--- config.mk ---
export PLATFORM = sky130hd
export DESIGN_NAME = ecp_rev_rx
export DESIGN_NICKNAME = d
export VERILOG_FILES = /design/src/rtl/ecp_rev_pkg.sv /design/src/rtl/ecp_rev_ctrl.sv /design/src/rtl/ecp_rev_dp.sv /design/src/rtl/ecp_rev_rx.sv
export SDC_FILE = /design/constraint.sdc
export NUM_CORES = 1
export LEC_CHECK = 0
export ABC_CLOCK_PERIOD_IN_PS = 4300
export CORE_MARGIN = 4
export CORE_UTILIZATION = 41
export DETAILED_ROUTE_END_ITERATION = 7
export GPL_TIMING_DRIVEN = 0
export SLEW_MARGIN = 20
export SYNTH_ARGS = -nofsm -noshare
export SYNTH_HDL_FRONTEND = slang
export SYNTH_SLANG_ARGS = --single-unit
--- constraint.sdc ---
create_clock -name clk -period 4.3 [get_ports clk]
set_input_delay 0.645 -clock clk [delete_from_list [all_inputs] [get_ports clk]]
set_output_delay 0.645 -clock clk [all_outputs]
set_load 0.1 [all_outputs]
--- src/rtl/ecp_rev_pkg.sv ---
package ecp_rev_pkg;
  typedef enum logic [1:0] {
    PH_OFF   = 2'd0,
    PH_NEG   = 2'd1,
    PH_READY = 2'd2,
    PH_HOLD  = 2'd3
  } phase_t;

  typedef struct packed {
    logic dataLoad;
    logic runLoad;
    logic addrLoad;
  } ctrl_strobe_t;
endpackage

--- src/rtl/ecp_rev_ctrl.sv ---
module ecp_rev_ctrl
  import ecp_rev_pkg::*;
(
  input  logic         clk,
  input  logic         rstN,
  input  logic         revEnable,
  input  logic         perrN,
  input  logic         faultN,
  input  logic         ackN,
  input  logic         busyIn,
  input  logic         cmdTop,
  input  logic         canAccept,
  output logic         initN,
  output logic         autofdN,
  output logic         revHint,
  output ctrl_strobe_t strobe
);
  phase_t phase, phaseNext;
  logic ackPrev;
  logic ackFall;
  logic request;
  logic take;

  assign ackFall = ackPrev & ~ackN;
  assign request = (phase == PH_READY) & canAccept;
  assign take    = request & ackFall;

  always_comb begin
    phaseNext = phase;
    if (!revEnable) begin
      phaseNext = PH_OFF;
    end else begin
      case (phase)
        PH_OFF:   phaseNext = PH_NEG;
        PH_NEG:   if (!perrN) phaseNext = PH_READY;
        PH_READY: if (take) phaseNext = PH_HOLD;
        PH_HOLD:  if (ackN) phaseNext = PH_READY;
        default:  phaseNext = PH_OFF;
      endcase
    end
  end

  always_ff @(posedge clk or negedge rstN) begin
    if (!rstN) begin
      phase   <= PH_OFF;
      ackPrev <= 1'b1;
    end else begin
      phase   <= phaseNext;
      ackPrev <= ackN;
    end
  end

  assign initN   = (phase == PH_OFF);
  assign autofdN = ~request;
  assign revHint = ~faultN & (phase == PH_OFF);

  assign strobe.dataLoad = take & busyIn;
  assign strobe.runLoad  = take & ~busyIn & ~cmdTop;
  assign strobe.addrLoad = take & ~busyIn & cmdTop;
endmodule

--- src/rtl/ecp_rev_dp.sv ---
module ecp_rev_dp
  import ecp_rev_pkg::*;
#(
  parameter int DEPTH  = 16,
  parameter int DATA_W = 8,
  localparam int RUN_W  = DATA_W - 1,
  localparam int REP_W  = RUN_W + 1,
  localparam int ADDR_W = $clog2(DEPTH),
  localparam int LVL_W  = $clog2(DEPTH + 1)
) (
  input  logic              clk,
  input  logic              rstN,
  input  ctrl_strobe_t      strobe,
  input  logic [DATA_W-1:0] pdIn,
  input  logic              rdEn,
  input  logic              dmaEn,
  input  logic              dmaAckN,
  input  logic              tc,
  output logic [DATA_W-1:0] rdData,
  output logic [LVL_W-1:0]  fifoLevel,
  output logic [RUN_W-1:0]  chanAddr,
  output logic              dmaReq,
  output logic              canAccept
);
  logic [DATA_W-1:0] mem [DEPTH];
  logic [ADDR_W-1:0] wrPtr, rdPtr;
  logic [RUN_W-1:0]  runLen;
  logic              runPending;
  logic [REP_W-1:0]  repLeft;
  logic [DATA_W-1:0] repByte;
  logic              tcSeen;
  logic              full, empty, push, pop;

  assign full      = (fifoLevel == LVL_W'(DEPTH));
  assign empty     = (fifoLevel == '0);
  assign push      = (repLeft != '0) & ~full;
  assign pop       = (rdEn | ~dmaAckN) & ~empty;
  assign canAccept = ~full & (repLeft == '0);
  assign rdData    = mem[rdPtr];
  assign dmaReq    = dmaEn & ~empty & ~tcSeen;

  function automatic logic [ADDR_W-1:0] bump(input logic [ADDR_W-1:0] p);
    return (p == ADDR_W'(DEPTH - 1)) ? '0 : p + ADDR_W'(1);
  endfunction

  always_ff @(posedge clk or negedge rstN) begin
    if (!rstN) begin
      runLen     <= '0;
      runPending <= 1'b0;
      repLeft    <= '0;
      repByte    <= '0;
      chanAddr   <= '0;
    end else begin
      if (strobe.runLoad) begin
        runLen     <= pdIn[RUN_W-1:0];
        runPending <= 1'b1;
      end
      if (strobe.addrLoad) chanAddr <= pdIn[RUN_W-1:0];
      if (strobe.dataLoad) begin
        repByte    <= pdIn;
        repLeft    <= runPending ? REP_W'(runLen) + REP_W'(1) : REP_W'(1);
        runPending <= 1'b0;
      end else if (push) begin
        repLeft <= repLeft - REP_W'(1);
      end
    end
  end

  always_ff @(posedge clk) begin
    if (push) mem[wrPtr] <= repByte;
  end

  always_ff @(posedge clk or negedge rstN) begin
    if (!rstN) begin
      wrPtr     <= '0;
      rdPtr     <= '0;
      fifoLevel <= '0;
    end else begin
      if (push) wrPtr <= bump(wrPtr);
      if (pop)  rdPtr <= bump(rdPtr);
      case ({push, pop})
        2'b10:   fifoLevel <= fifoLevel + LVL_W'(1);
        2'b01:   fifoLevel <= fifoLevel - LVL_W'(1);
        default: fifoLevel <= fifoLevel;
      endcase
    end
  end

  always_ff @(posedge clk or negedge rstN) begin
    if (!rstN)                 tcSeen <= 1'b0;
    else if (!dmaEn)           tcSeen <= 1'b0;
    else if (!dmaAckN && tc)   tcSeen <= 1'b1;
  end
endmodule

--- src/rtl/ecp_rev_rx.sv ---
module ecp_rev_rx
  import ecp_rev_pkg::*;
#(
  parameter int DEPTH  = 16,
  parameter int DATA_W = 8,
  localparam int RUN_W = DATA_W - 1,
  localparam int LVL_W = $clog2(DEPTH + 1)
) (
  input  logic              clk,
  input  logic              rstN,
  input  logic              revEnable,
  input  logic              perrN,
  input  logic              faultN,
  input  logic              ackN,
  input  logic              busyIn,
  input  logic [DATA_W-1:0] pdIn,
  output logic              initN,
  output logic              autofdN,
  output logic              revHint,
  input  logic              rdEn,
  output logic [DATA_W-1:0] rdData,
  output logic [LVL_W-1:0]  fifoLevel,
  output logic [RUN_W-1:0]  chanAddr,
  input  logic              dmaEn,
  input  logic              dmaAckN,
  input  logic              tc,
  output logic              dmaReq
);
  ctrl_strobe_t strobe;
  logic canAccept;

  ecp_rev_ctrl uCtrl (
    .clk(clk), .rstN(rstN), .revEnable(revEnable), .perrN(perrN),
    .faultN(faultN), .ackN(ackN), .busyIn(busyIn), .cmdTop(pdIn[DATA_W-1]),
    .canAccept(canAccept), .initN(initN), .autofdN(autofdN),
    .revHint(revHint), .strobe(strobe)
  );

  ecp_rev_dp #(.DEPTH(DEPTH), .DATA_W(DATA_W)) uDp (
    .clk(clk), .rstN(rstN), .strobe(strobe), .pdIn(pdIn), .rdEn(rdEn),
    .dmaEn(dmaEn), .dmaAckN(dmaAckN), .tc(tc), .rdData(rdData),
    .fifoLevel(fifoLevel), .chanAddr(chanAddr), .dmaReq(dmaReq),
    .canAccept(canAccept)
  );
endmodule

### Yosys cells after proc, flatten, opt, wreduce, memory -nomap -nowiden

Memories as Yosys holds them, arrays and structs flattened.
Index checks and enable logic that the tools add are counted.

| storage, ports and cells | value |
|---|---|
| memories | 1 |
| output and inout port bits | 24 |
| input port bits | 19 |
| latch bits | 0 |
| memory bits (read-only) | 0 |
| register bits | 48 |
| memory bits (writable) | 128 |

| cells by class | value |
|---|---|
| multiplexer cells | 17 |
| div/mod/pow operators | 0 |
| $add $sub $neg | 6 |
| multipliers | 0 |
| bitwise logic cells | 23 |
| eq/ne operators | 12 |
| reduce and logical (&&, ||, !) cells | 10 |
| $lt $le $gt $ge | 0 |
| shifts and indexed selects | 0 |

Memory list:

| memory | depth | width | rd ports | clocked after Yosys merged registers in | wr ports | line | text |
|---|---|---|---|---|---|---|---|
| uDp.mem | 16 | 8 | 1 | 0 | 1 | ecp_rev_dp.sv:25 | `logic [DATA_W-1:0] mem [DEPTH];` |

Operators by type and width:

| operator | count |
|---|---|
| $mux 8 | 3 |
| $and 1x1->1 | 13 |
| $pmux 5 s2 | 1 |
| $not 1->1 | 9 |
| $add 4x1->4 const B | 2 |
| $add 7x1->8 const B | 1 |
| $eq 4x4->1 const B | 2 |
| $logic_not 8->1 | 1 |
| $mux 2 | 4 |
| $mux 4 | 2 |
| $pmux 2 s4 | 1 |
| $reduce_bool 8->1 | 1 |
| $sub 8x1->8 const B | 1 |
| $eq 2x2->1 const B | 3 |
| $mux 1 | 6 |
| $ne 3x3->1 const B | 2 |
| $reduce_bool 2->1 | 3 |
| $add 5x1->5 const B | 1 |
| $eq 5x5->1 const B | 1 |
| $logic_not 5->1 | 1 |
| $sub 5x1->5 const B | 1 |
| $eq 2x1->1 const B | 2 |
| $ne 3x2->1 const B | 1 |
| $reduce_and 3->1 | 1 |
| other kinds (5) | 5 |

### Longest topological paths before layout

| depth | value |
|---|---|
| depth in word-level cells | 9 |
| mapped depth | 14 |

### Cells and area by module

From an unflattened synthesis, not the netlist that was laid out.

| unflattened totals | value |
|---|---|
| cell total of the unflattened synthesis | 482 |
| area total of the unflattened synthesis | 7562.3 µm² |

Modules (own cells, without submodules):

| module | cells an instance | area an instance (µm²) | times used | seq. area each (µm²) |
|---|---|---|---|---|
| ecp_rev_dp | 463 | 7389.6 | 1 | 4969.8 |
| ecp_rev_ctrl | 19 | 172.7 | 1 | 76.3 |

### Worst setup path after synthesis

No wires, ideal clock.

| path | value |
|---|---|
| path kind | register to output |
| start point | register uDp.fifoLevel[2] |
| end point | output port dmaReq |
| buffers on the path | 1 |
| arrival | 3.568 ns |
| stages on the path, launching flop included | 5 |
| data required time | 3.655 ns |
| setup slack | 0.087 ns |
| cells stage by stage | dfrtp_1 -> buf_4 -> or4_1 -> nor2_1 -> nor3b_1 |

| on the way | value |
|---|---|
| word-level cells in the longest chain between the ends | 4 |

RTL lines:

| element | line | text |
|---|---|---|
| start, declared | ecp_rev_dp.sv:20 | `output logic [LVL_W-1:0] fifoLevel,` |
| start signal, assigned | ecp_rev_dp.sv:82 | `2'b10: fifoLevel <= fifoLevel + LVL_W'(1);` |
| start signal, assigned | ecp_rev_dp.sv:83 | `2'b01: fifoLevel <= fifoLevel - LVL_W'(1);` |
| start signal, assigned | ecp_rev_dp.sv:84 | `default: fifoLevel <= fifoLevel;` |
| $logic_not 5->1 | ecp_rev_dp.sv:35 | `assign empty = (fifoLevel == '0);` |
| $not 1->1 | ecp_rev_dp.sv:40 | `assign dmaReq = dmaEn & ~empty & ~tcSeen;` |
| $and 1x1->1 (2 in a row) | ecp_rev_dp.sv:40 |  |
| end, declared | ecp_rev_rx.sv:27 | `output logic dmaReq` |

No other way between the ends.

### Worst setup path after layout

| path | value |
|---|---|
| start point | register uDp.rdPtr[1] |
| end point | output port rdData[7] |

| on the way | value |
|---|---|
| word-level cells in the longest chain between the ends | 1 |

RTL lines:

| element | line | text |
|---|---|---|
| start, declared | ecp_rev_dp.sv:26 | `logic [ADDR_W-1:0] wrPtr, rdPtr;` |
| start signal, assigned | ecp_rev_dp.sv:80 | `if (pop) rdPtr <= bump(rdPtr);` |
| $mem_v2 16x8 | - |  |
| end, declared | ecp_rev_rx.sv:21 | `output logic [DATA_W-1:0] rdData,` |

No other way between the ends.

==> impl_metrics.env <==
export IMPL_clock_path_buffers=2
export IMPL_crit_chain="clkbuf_1, clkbuf_1, mux4_2, mux4_2, dlygate4sd2_1"
export IMPL_cap_viol_max_count=0
export IMPL_synth_commonest_cells="edfxtp_1 (128), dfrtp_1 (47), mux4_2 (40)"
export IMPL_final_period_utilization_pct=93.50
export IMPL_initial_utilization_pct=42.25
export IMPL_antenna_diode_count=0
export IMPL_dieArea_um2=20220
export IMPL_setup_viol=0
export IMPL_worstSetupEndpointType="primary output"
export IMPL_synthTopCellsByArea="edfxtp_1 (52%), dfrtp_1 (16%), mux4_2 (12%), nand2_1 (1.9%), ha_1 (1.9%)"
export IMPL_nets=527
export IMPL_fin_crit_ns=4.020
export IMPL_antenna_found_initial=0
export IMPL_total_leakage_power_nw=3.157
export IMPL_yosysSeqAreaShare_pct=68.33
export IMPL_cts_hold_fix_buffers=0
export IMPL_synthFlopType="edfxtp_1"
export IMPL_cts_root_buf="clkbuf_16"
export IMPL_drive_gt1_share_pct=20.59
export IMPL_grt_overflow=0
export IMPL_yosysUniqueCellTypes=52
export IMPL_status="finished, final reports clean"
export IMPL_hp_class="input pin to asynchronous set/reset pin"
export IMPL_tns_ns=0
export IMPL_max_freq_mhz=248.7
export IMPL_grt_util_all_layers_pct=15.94
export IMPL_synth_most_common_cell="edfxtp_1"
export IMPL_grt_pass1_vias=4178
export IMPL_syn_instance_count=435
export IMPL_synth_largest_area_cell="edfxtp_1"
export IMPL_cts_max_level=4
export IMPL_portBuffers=42
export IMPL_dp_hpwl_um=9838
export IMPL_wl_per_cell_um=20.36
export IMPL_p_total_mw=6.291
export IMPL_worst_r2r_setup_slack_ns=0.88
export IMPL_grt_max_degree=31
export IMPL_ys_warn_count=0
export IMPL_cts_buffers=17
export IMPL_critPathArrivalTime_ns=3.38
export IMPL_drc=0
export IMPL_grt_pass1_wl_um=23840
export IMPL_detail_route_vias_per_cell=5.328
export IMPL_post_cts_setup_buffers=0
export IMPL_drt_iter0_drc=231
export IMPL_tightestPinTransition_ns=0.9778
export IMPL_cts_sinks=176
export IMPL_clk_pin_slew_ns=0.06
export IMPL_mappedNetlistArea_um2=7385
export IMPL_fillCellCount=1459
export IMPL_row_count=48
export IMPL_maxSlewViolCount=0
export IMPL_relSlewSlack_pct=34.61
export IMPL_pwr_density_cell_nw_per_um2=727.2
export IMPL_num_io_pins=43
export IMPL_synth_nets=465
export IMPL_areaGrowthSynthToFinish_pct=17.15
export IMPL_core_region_area_um2=17480
export IMPL_setup_worst_path_start_class="register"
export IMPL_drt_pass1_iter_count=4
export IMPL_gp_congestion=0.7781
export IMPL_die_w_um=142.2
export IMPL_clk_latency_ns=0.43
export IMPL_crit_fanout=10
export IMPL_yosysTopAreaCellShare_pct=52.05
export IMPL_async_flop_share_pct=27.27
export IMPL_critPathMaxStageDelay_ns=0.67
export IMPL_drt_total_wl_um=14970
export IMPL_ir_drop_mv=1.248
export IMPL_die_h_um=142.2
export IMPL_synth_edf_count=128
export IMPL_grt_setup_unrepaired="no"
export IMPL_cts_tree="yes"
export IMPL_worstPathRequired_ns=3.65
export IMPL_critPathKind="register to primary output"
export IMPL_hold_worst_slack_ns=0.1612
export IMPL_critical_path_slowest_cell="clkbuf_1"
export IMPL_detail_route_antenna_nets=0
export IMPL_fin_skew_ns=0.01136
export IMPL_via_count=3916
export IMPL_final_hold_violation_count=0
export IMPL_syn_avg_cell_area_um2=16.98
export IMPL_synth_seq_cells=176
==> state kept, by name, summed over array words and instances (netlist names) <==
signal,flops
uDp.mem,128
uDp.repByte,8
uDp.repLeft,8
uDp.chanAddr,7
uDp.runLen,7
uDp.fifoLevel,5
uDp.rdPtr,4
uDp.wrPtr,4
uCtrl.phase,2
uCtrl.ackPrev,1
uDp.runPending,1
uDp.tcSeen,1
==> worst max-delay path, delay by kind of cell (launching register included) <==
family	cells	cell delay, ns
buffers and inverters	3	1.68
multiplexers	2	0.93
flip-flops	1	0.35
==> metrics by stage <==
stage                     setup slack, ns  utilization, %  cells  area (um2)
after global placement             0.1716           46.27    702        8087
after floorplan                   0.08661               -    435        7385
final                              0.2796           49.50    735        8651
after CTS                         0.08893           49.49    735        8650
after detailed placement           0.1539           46.36    703        8102
after global routing               0.1273           49.50    735        8651
==> final cells by class <==
| cell class | count | area (um2) | area share, % |
|---|---|---|---|
| inverter | 8 | 30.03 | 0.3471 |
| sequential | 176 | 5046 | 58.33 |
| multi-input combinational | 232 | 2223 | 25.70 |
| buffer | 19 | 86.33 | 0.9980 |
| clock inverter | 13 | 115.1 | 1.331 |
| clock buffer | 19 | 442.9 | 5.120 |
| tap | 225 | 281.5 | 3.254 |
| timing repair buffer | 43 | 425.4 | 4.918 |
==> logic make-up (layout without fill, tap and decap cells) <==
logic type | Yosys count | count (layout) | share of synthesized area, %
fa+ha+maj | 11 | 11 | 1.864
xor+xnor | 15 | 15 | 1.779
compound gates | 48 | 48 | 4.202
buf+inv | 27 | 102 | 1.559
mux | 57 | 57 | 15.15
simple gates | 101 | 101 | 7.116
flops | 176 | 176 | 68.33
==> layout by cell type, fill, tap and decap left out, drive strengths merged, types with 9 or more instances in the layout <==
cell and count:
edfxtp 128, dfrtp 47, mux4 40, nand2 39, clkdlybuf4s50 33, clkbuf 31
mux2 17, a21oi 16, nor2 14, o21ai 12, and2 11, ha 11
xnor2 9, inv 9, buf 9
==> routing by layer <==
metal / global-route usage (%) / part of all wire (%)
met1: 21.43 / 45
met2: 26.21 / 50
met3: 3.595 / 4.3
met4: 4.697 / 1.1
met5: 0 / 0
==> report_power, final <==
part           switching (mW)  leakage [nW]  total [mW]  internal [mW]
combinational            1.70          1.09        2.54          0.836
clock                   0.636         0.267        1.45          0.813
sequential              0.146          1.80        2.31           2.16
==> worst paths after layout <==
path | start | endpoint | cells past startpoint
min reg2reg | uDp.repLeft[4] | uDp.repLeft[4] | 1
max | uDp.rdPtr[1] | rdData[7] | 5
max in group asynchronous | rstN | uCtrl.ackPrev | 2
min in group clk | uDp.repLeft[4] | uDp.repLeft[4] | 1
max reg2reg | uDp.repLeft[0] | uDp.fifoLevel[4] | 14
min | rstN | uDp.chanAddr[3] | 1
==> timing repair <==
| item | 4_1_cts | 5_1_grt |
|---|---|---|
| hold endpoints to repair | 0 | 0 |
| resized for setup | 8 | 2 |
| endpoints found under the setup margin | 8 | 2 |
Note: power is estimated with default switching activity, not from simulation.
